===== src/rtl/stg_pkg.sv =====
package stg_pkg;

    localparam int DATA_W = 16;
    localparam int ADDR_W = 2;
    localparam int KEY_W  = 4;
    localparam int CNT_W  = 7;
    localparam int PH_W   = 3;

    localparam logic [KEY_W-1:0] KEY_ON  = 4'hA;
    localparam logic [KEY_W-1:0] KEY_OFF = 4'h5;

    localparam logic [ADDR_W-1:0] A_GCTL = 2'd0;
    localparam logic [ADDR_W-1:0] A_CEN  = 2'd1;
    localparam logic [ADDR_W-1:0] A_STAT = 2'd2;

    localparam int DIV_LO = 8;
    localparam int CEN_BIT = 1;

    typedef enum logic [1:0] {
        RATIO_1 = 2'd0,
        RATIO_2 = 2'd1,
        RATIO_4 = 2'd2,
        RATIO_8 = 2'd3
    } ratio_e;

    typedef struct packed {
        logic   on;
        ratio_e active;
        ratio_e field;
        logic   cen;
        logic   done;
    } ctl_state_t;

    function automatic logic [CNT_W-1:0] settle_len(ratio_e r);
        case (r)
            RATIO_1: settle_len = CNT_W'(16);
            RATIO_2: settle_len = CNT_W'(32);
            default: settle_len = CNT_W'(64);
        endcase
    endfunction

    function automatic logic [PH_W-1:0] phase_mask(ratio_e r);
        phase_mask = PH_W'((1 << r) - 1);
    endfunction

endpackage


===== src/rtl/stg_regs.sv =====
module stg_regs
    import stg_pkg::*;
(
    input  logic                clk,
    input  logic                rst,
    input  logic                wr_en,
    input  logic [ADDR_W-1:0]   wr_addr,
    input  logic [DATA_W-1:0]   wr_data,
    input  logic                engine_done,
    output logic                start,
    output ctl_state_t          st
);
    logic              gctl_wr;
    logic              stat_wr;
    logic [KEY_W-1:0]  key;
    logic              stop;
    logic              clr_done;

    assign gctl_wr  = wr_en && (wr_addr == A_GCTL);
    assign stat_wr  = wr_en && (wr_addr == A_STAT);
    assign key      = wr_data[KEY_W-1:0];
    assign start    = gctl_wr && (key == KEY_ON);
    assign stop     = gctl_wr && (key == KEY_OFF);
    assign clr_done = start || (stat_wr && wr_data[0]);

    always_ff @(posedge clk) begin
        if (rst) begin
            st <= '{on: 1'b0, active: RATIO_1, field: RATIO_1, cen: 1'b0, done: 1'b0};
        end else begin
            if (gctl_wr)
                st.field <= ratio_e'(wr_data[DIV_LO+1:DIV_LO]);
            if (start) begin
                st.on     <= 1'b1;
                st.active <= ratio_e'(wr_data[DIV_LO+1:DIV_LO]);
            end else if (stop) begin
                st.on <= 1'b0;
            end
            if (wr_en && (wr_addr == A_CEN))
                st.cen <= wr_data[CEN_BIT];
            if (engine_done)
                st.done <= 1'b1;
            else if (clr_done)
                st.done <= 1'b0;
        end
    end
endmodule


===== src/rtl/stg_settle.sv =====
module stg_settle
    import stg_pkg::*;
(
    input  logic   clk,
    input  logic   rst,
    input  logic   start,
    input  logic   on,
    input  ratio_e ratio_next,
    output logic   ready
);
    logic [CNT_W-1:0] remain;

    always_ff @(posedge clk) begin
        if (rst)
            remain <= '0;
        else if (start)
            remain <= settle_len(ratio_next);
        else if (!on)
            remain <= '0;
        else if (remain != '0)
            remain <= remain - 1'b1;
    end

    assign ready = on && (remain == '0);
endmodule


===== src/rtl/stg_clkdiv.sv =====
module stg_clkdiv
    import stg_pkg::*;
(
    input  logic   clk,
    input  logic   rst,
    input  logic   ready,
    input  ratio_e ratio,
    output logic   rom_clk_en
);
    logic [PH_W-1:0] phase;

    always_ff @(posedge clk) begin
        if (rst || !ready)
            phase <= '0;
        else
            phase <= (phase + 1'b1) & phase_mask(ratio);
    end

    assign rom_clk_en = ready && (phase == '0);
endmodule


===== src/rtl/stg_ctrl.sv =====
module stg_ctrl
    import stg_pkg::*;
(
    input  logic              clk,
    input  logic              rst,
    input  logic              wr_en,
    input  logic [1:0]        wr_addr,
    input  logic [15:0]       wr_data,
    input  logic [1:0]        rd_addr,
    output logic [15:0]       rd_data,
    input  logic              engine_done,
    output logic              test_on,
    output logic              ctrl_en,
    output logic              ready,
    output logic              rom_clk_en
);
    ctl_state_t st;
    logic       start;
    logic       done_q;
    ratio_e     act_ratio;

    stg_regs u_regs (
        .clk(clk), .rst(rst), .wr_en(wr_en), .wr_addr(wr_addr),
        .wr_data(wr_data), .engine_done(engine_done),
        .start(start), .st(st)
    );

    stg_settle u_settle (
        .clk(clk), .rst(rst), .start(start), .on(st.on),
        .ratio_next(ratio_e'(wr_data[DIV_LO+1:DIV_LO])), .ready(ready)
    );

    stg_clkdiv u_div (
        .clk(clk), .rst(rst), .ready(ready), .ratio(st.active),
        .rom_clk_en(rom_clk_en)
    );

    assign test_on   = st.on;
    assign ctrl_en   = st.cen;
    assign done_q    = st.done;
    assign act_ratio = st.active;

    always_comb begin
        rd_data = '0;
        case (rd_addr)
            A_GCTL: begin
                rd_data[DIV_LO+1:DIV_LO] = st.field;
                rd_data[KEY_W-1:0]       = st.on ? KEY_ON : KEY_OFF;
            end
            A_CEN:  rd_data[CEN_BIT] = st.cen;
            A_STAT: rd_data[0]       = st.done;
            default: rd_data = '0;
        endcase
    end
endmodule


===== config.mk =====
export PLATFORM = sky130hd
export DESIGN_NAME = stg_ctrl
export DESIGN_NICKNAME = d
export VERILOG_FILES = /design/src/rtl/stg_pkg.sv /design/src/rtl/stg_regs.sv /design/src/rtl/stg_settle.sv /design/src/rtl/stg_clkdiv.sv /design/src/rtl/stg_ctrl.sv
export SDC_FILE = /design/constraint.sdc
export NUM_CORES = 1
export LEC_CHECK = 0
export ABC_AREA = 1
export BUFFER_PORTS_ARGS = -buffer_cell sky130_fd_sc_hd__buf_2
export CORE_ASPECT_RATIO = 1.2
export CORE_MARGIN = 1
export CORE_UTILIZATION = 45
export DETAILED_ROUTE_END_ITERATION = 10
export PLACE_DENSITY = 0.76
export REMOVE_ABC_BUFFERS = 1
export SKIP_LAST_GASP = 1
export SLEW_MARGIN = 30
export SYNTH_ARGS = -nofsm -noshare
export SYNTH_HDL_FRONTEND = slang
export SYNTH_SLANG_ARGS = --single-unit
export TNS_END_PERCENT = 10

===== constraint.sdc =====
create_clock -name clk -period 1.65 [get_ports clk]
set_clock_uncertainty 0.1 [all_clocks]
set_input_delay 0.0825 -clock clk [delete_from_list [all_inputs] [get_ports clk]]
set_output_delay 0.0825 -clock clk [all_outputs]
set_load 0.02 [all_outputs]

# Yosys cells after proc, flatten, opt, wreduce, memory -nomap -nowiden

Cells that the tools add are included.

Add/subtract/negate cells: 3
Equality and inequality tests: 8
Shifts and indexed selects: 1
Mux-type cells: 13
Bitwise operators: 1
Reduce and logical (&&, ||, !) cells: 19

Operator list:

| operator                                                                 | count |
|---|---|
| 7-bit 2-to-1 mux                                                         | 3 |
| 7-bit case mux with 2 select lines                                       | 1 |
| 1-bit logical AND                                                        | 8 |
| 7-bit zero test                                                          | 1 |
| 7-bit nonzero test                                                       | 1 |
| 7-bit by 1-bit subtractor with 7-bit output (second input constant)      | 1 |
| 2-bit by 1-bit == test with 1-bit output (second input constant)         | 3 |
| 2-bit zero test                                                          | 3 |
| 2-bit == test (second input constant)                                    | 2 |
| 4-bit by 3-bit == test with 1-bit output (second input constant)         | 1 |
| 4-bit == test (second input constant)                                    | 1 |
| 1-bit 2-to-1 mux                                                         | 4 |
| 2-bit 2-to-1 mux                                                         | 2 |
| 4-bit 2-to-1 mux                                                         | 1 |
| 1-bit case mux with 2 select lines                                       | 2 |
| 2-bit nonzero test                                                       | 2 |
| 3-bit by 1-bit adder with 3-bit output (second input constant)           | 1 |
| 3-bit AND                                                                | 1 |
| 3-bit zero test                                                          | 1 |
| 3-bit by 1-bit inequality test with 1-bit output (second input constant) | 1 |
| 1-bit by 2-bit left shift with 3-bit output (first input constant)       | 1 |
| 3-bit by 2-bit subtractor with 3-bit output (second input constant)      | 1 |
| 1-bit logical OR                                                         | 2 |
| 1-bit zero test                                                          | 1 |

Register bits: 17
Input bits: 24
Output and inout port bits: 20
Logic and storage cells: 52

# Logic depth before layout (Yosys ltp)

Depth in word-level cells: 6
Depth in mapped cells: 8
Mapped depth without buffers: 8

# By module

From an unflattened synthesis, not the netlist that was laid out.

Cell total of the unflattened synthesis: 165
Area, all modules: 1081.0 um^2

Modules (own cells, without submodules):

| module     | instances | cells each | area each (um^2) | seq. area each (um^2) |
|---|---|---|---|---|
| stg_settle | 1         | 58         | 397.9            | 140.1 |
| stg_regs   | 1         | 54         | 366.6            | 140.1 |
| stg_clkdiv | 1         | 25         | 168.9            | 60.1 |
| stg_ctrl   | 1         | 28         | 147.6            | 0.0 |

# Worst setup path after synthesis

Ideal clock, no wire load.

Path type: register to output
Start: register u_settle.remain[0]
End: output rom_clk_en
Arrival time: 1.457 ns
Data required time: 1.467 ns
Slack: 0.010 ns
Stages on the path, launching flop included: 7
Path buffers: 0
Cells stage by stage: dfxtp_1 -> inv_1 -> ha_1 -> nand2_1 -> inv_2 -> nand3_2 -> nor4_1

Word-level cells in the longest chain between the ends: 3

Ends and longest elaborated chain:

| element                | RTL line         | source |
|---|---|---|
| from (decl)            | stg_settle.sv:11 | `logic [CNT_W-1:0] remain;` |
| from (signal assigned) | stg_settle.sv:17 | `remain <= settle_len(ratio_next);` |
| from (signal assigned) | stg_settle.sv:21 | `remain <= remain - 1'b1;` |
| 7-bit zero test        | stg_settle.sv:24 | `assign ready = on && (remain == '0);` |
| 1-bit logical AND      | stg_settle.sv:24 |  |
| 1-bit logical AND      | stg_clkdiv.sv:19 | `assign rom_clk_en = ready && (phase == '0);` |
| to (decl)              | stg_ctrl.sv:15   | `output logic rom_clk_en` |

Every way passes these cells.

==> impl_metrics.yaml <==
global_route:
  grt_max_degree: 11
  first_global_vias: 928
  grt_antenna_before_repair: 0
  grt-ovfl-total: 0
  global_route_wire_length_before_repair_um: 3730
  grt_use_total_pct: 21.1
placement:
  place_congestion: 0.855
  placed_cells: 196
  dp.final_hpwl_um: 1650
  port_buffers: 23
worst_setup_path:
  worst_r2r_startpoint: "u_settle.remain[4]$_SDFFE_PP0P_"
  setup.worst_path.start: "rst"
  req_time_crit_path_ns: 1.79
  timing.critical_path.to_type: "register"
  critical_path_peak_fanout: 10
  arrival_time_of_data_at_the_critical_path_endpoint_ns: 1.80
  worst-setup-path-type: "input port to register"
  critical_path_startpoint_category: "input port"
  worst-r2r-cell-count: 5
  timing.critical_path.to: "u_regs.st[1]$_SDFFE_PP0P_"
  setup.reg_to_reg.worst_slack_ns: 0.03
  critical_path.reg2reg.endpoint: "u_settle.remain[6]$_SDFFE_PP0P_"
hold_path:
  hold_path.class: "input port to register"
  hold_path_startpoint: "wr_data[9]"
clock_tree:
  cts.root.buffer_cell: "sky130_fd_sc_hd__clkbuf_4"
  tritoncts_clock_tree: "built"
  cts_h_tree_lvls: 1
  cts_made_buffers: 3
  clock_tree.buffer_depth: 2
  clk-insertion-delay-late_ns: 0.30
  clkSlewWorstSetupHoldPaths_ns: 0.11
  numClockSinks: 17
finish:
  finalNonFillerCells: 212
  fin_util_pct: 62.5
  num_antenna_cells: 0
  layout-area-overhead-vs-synth_pct: 27.6
  layout-drive-gt1-share_pct: 30.2
  nNetsFinal: 210
yosys:
  synth_largest_type_area_fraction_pct: 33.2
  synth.cell_area_um2: 1030
  synth_largest_area_cell: "sky130_fd_sc_hd__dfxtp_1"
  synthesis.area_per_instance_um2: 7.12
  cells_after_synthesis: 144
  ys_ff_latch: 17
  synth.top_cells.by_area: "sky130_fd_sc_hd__dfxtp_1 (33%), sky130_fd_sc_hd__inv_1 (8.4%), sky130_fd_sc_hd__nand2_1 (8.0%)"
  synthesis.yosys.warnings: 0
  synth.distinct_cells: 26
  yosysSeqAreaShare_pct: 33.2
sta:
  tns_ns: -0.0185
  final-hold-violation-count: 0
  rsz0062_at_grt: "yes"
  worst_slack_setup_final_ns: -0.0112
  timing.final.setup_violations: 2
  drv_slew: 0
  worst_hold_slack_ns: 0.00693
  final.period_utilization_pct: 101
  max_clock_freq_mhz: 602
  final.min_clock_period_ns: 1.66
routing:
  wirelength_um: 2340
  route.detailed.drc: 0
  vias: 1021
  vias_per_cell: 4.82
  drt-wirelength-per-cell_um: 11.0
  antenna_violating_nets_post_route: 0
  drt_iter0_markers: 11
  drtPass1Iterations: 4
floorplanning:
  floorplan.rows: 18
  floorplan.die.width_um: 45.6
  fp.dieH_um: 54.3
  die_area_um2: 2480
  placeableCoreArea_um2: 2090
  io-pin-count: 44
  floorplan.initialDensity_pct: 49.0
pwr:
  power_density_nw_per_um2: 583
  leakage_nw: 0.639
  total_power_uw: 763
  peakVddDrop_mv: 0.585
run_status:
  violations: "setup timing"
  run_status: "finished, violations left"
job:
  max_cap_viol_count: 0
## repair_timing
item	in CTS	in global routing
hold endpoints to repair	11	0
buffers inserted	4	0
endpoints found under the setup margin	2	4
gates resized for setup	7	1
hold buffers	8	0
## final cells by class
class,count,area [µm²]
clock buffers,3,22.5
inverters,24,90.1
clock inverters,1,5.00
flip-flops and latches,17,343
multi-input cells,101,576
well taps,30,37.5
repair buffers,36,235
fillers,181,786
## cell families (layout without fill, tap and decap cells)
kind of cell    count (synthesis)  in the layout  synth area share (%)
xor+xnor                        1              1                 0.854
simple gates                   67             67                  33.9
buf+inv                        35             64                  16.6
other cells                     1             10                 0.366
fa+ha+maj                       3              3                  3.66
flops                          17             17                  33.2
compound gates                 20             20                  11.5
## synth_stat cells (all sizes together)
cell type,instances
conb,1
a31o,2
inv,24
o21bai,1
dfxtp,17
a21oi,12
nand2,25
nor2,24
ha,3
xor2,1
nand3,14
o21ai,5
nor4,2
buf,11
or2,2
## cells in the final DEF (no fill, tap or decap), types with 6 or more instances in the layout
master,count
sky130_fd_sc_hd__inv_1,22
sky130_fd_sc_hd__a21oi_1,10
sky130_fd_sc_hd__buf_4,6
sky130_fd_sc_hd__dlygate4sd3_1,8
sky130_fd_sc_hd__buf_2,22
sky130_fd_sc_hd__nor2_1,17
sky130_fd_sc_hd__conb_1,10
sky130_fd_sc_hd__dfxtp_1,15
sky130_fd_sc_hd__nand2_1,22
sky130_fd_sc_hd__nand3_1,12
## power by group
group | internal (mW) | switching (mW)
clock | 0.0904 | 0.137
sequential | 0.416 | 0.00372
combinational | 0.0418 | 0.0741
## metrics by stage
| stage | setup slack, ns | cell area, µm² |
|---|---|---|
| 2_1_floorplan | 0.0101 | 980 |
| 3_3_place_gp | 0.198 | 1140 |
| 3_5_place_dp | 0.151 | 1140 |
| 4_1_cts | 0.00127 | 1310 |
| 5_1_grt | -0.102 | 1310 |
| 6_report | -0.0112 | 1310 |
## worst min-delay path by stage
stage	slack (ns)	depth (start not counted)	endpoint
finish	0.007	3	u_regs.st[5]$_SDFFE_PP0P_
global route	0.02	3	u_regs.st[5]$_SDFFE_PP0P_
CTS	0.0006	3	u_regs.st[5]$_SDFFE_PP0P_
detailed placement	0.23	3	u_regs.st[0]$_SDFFE_PP0P_
global placement	0.22	3	u_regs.st[0]$_SDFFE_PP0P_
floorplan	0.05	1	u_regs.st[0]$_SDFFE_PP0P_
## metal layers
metal | track usage [%] | wire length [µm] | share of wire [%] | vias to the layer above
met2 | 41.9 | 1340 | 57 | 32
met4 | 13.1 | 50 | 2.1 | 0
met5 | 0 | 0 | 0 | -
met1 | 20.6 | 876 | 37 | 473
li1 | - | - | - | 509
met3 | 0.990 | 72 | 3.1 | 7
## state kept, by name, indices dropped and copies added (netlist names)
name             count
u_regs.st            7
u_div.phase          3
u_settle.remain      7
## worst max-delay path, stage by stage
cell	delay (ns)
sky130_fd_sc_hd__dlygate4sd3_1	0.54
sky130_fd_sc_hd__buf_2	0.19
sky130_fd_sc_hd__inv_1	0.20
sky130_fd_sc_hd__o21ai_0	0.12
sky130_fd_sc_hd__a21oi_1	0.12
sky130_fd_sc_hd__dlygate4sd3_1	0.55
Note: power is estimated with default switching activity, not from simulation.
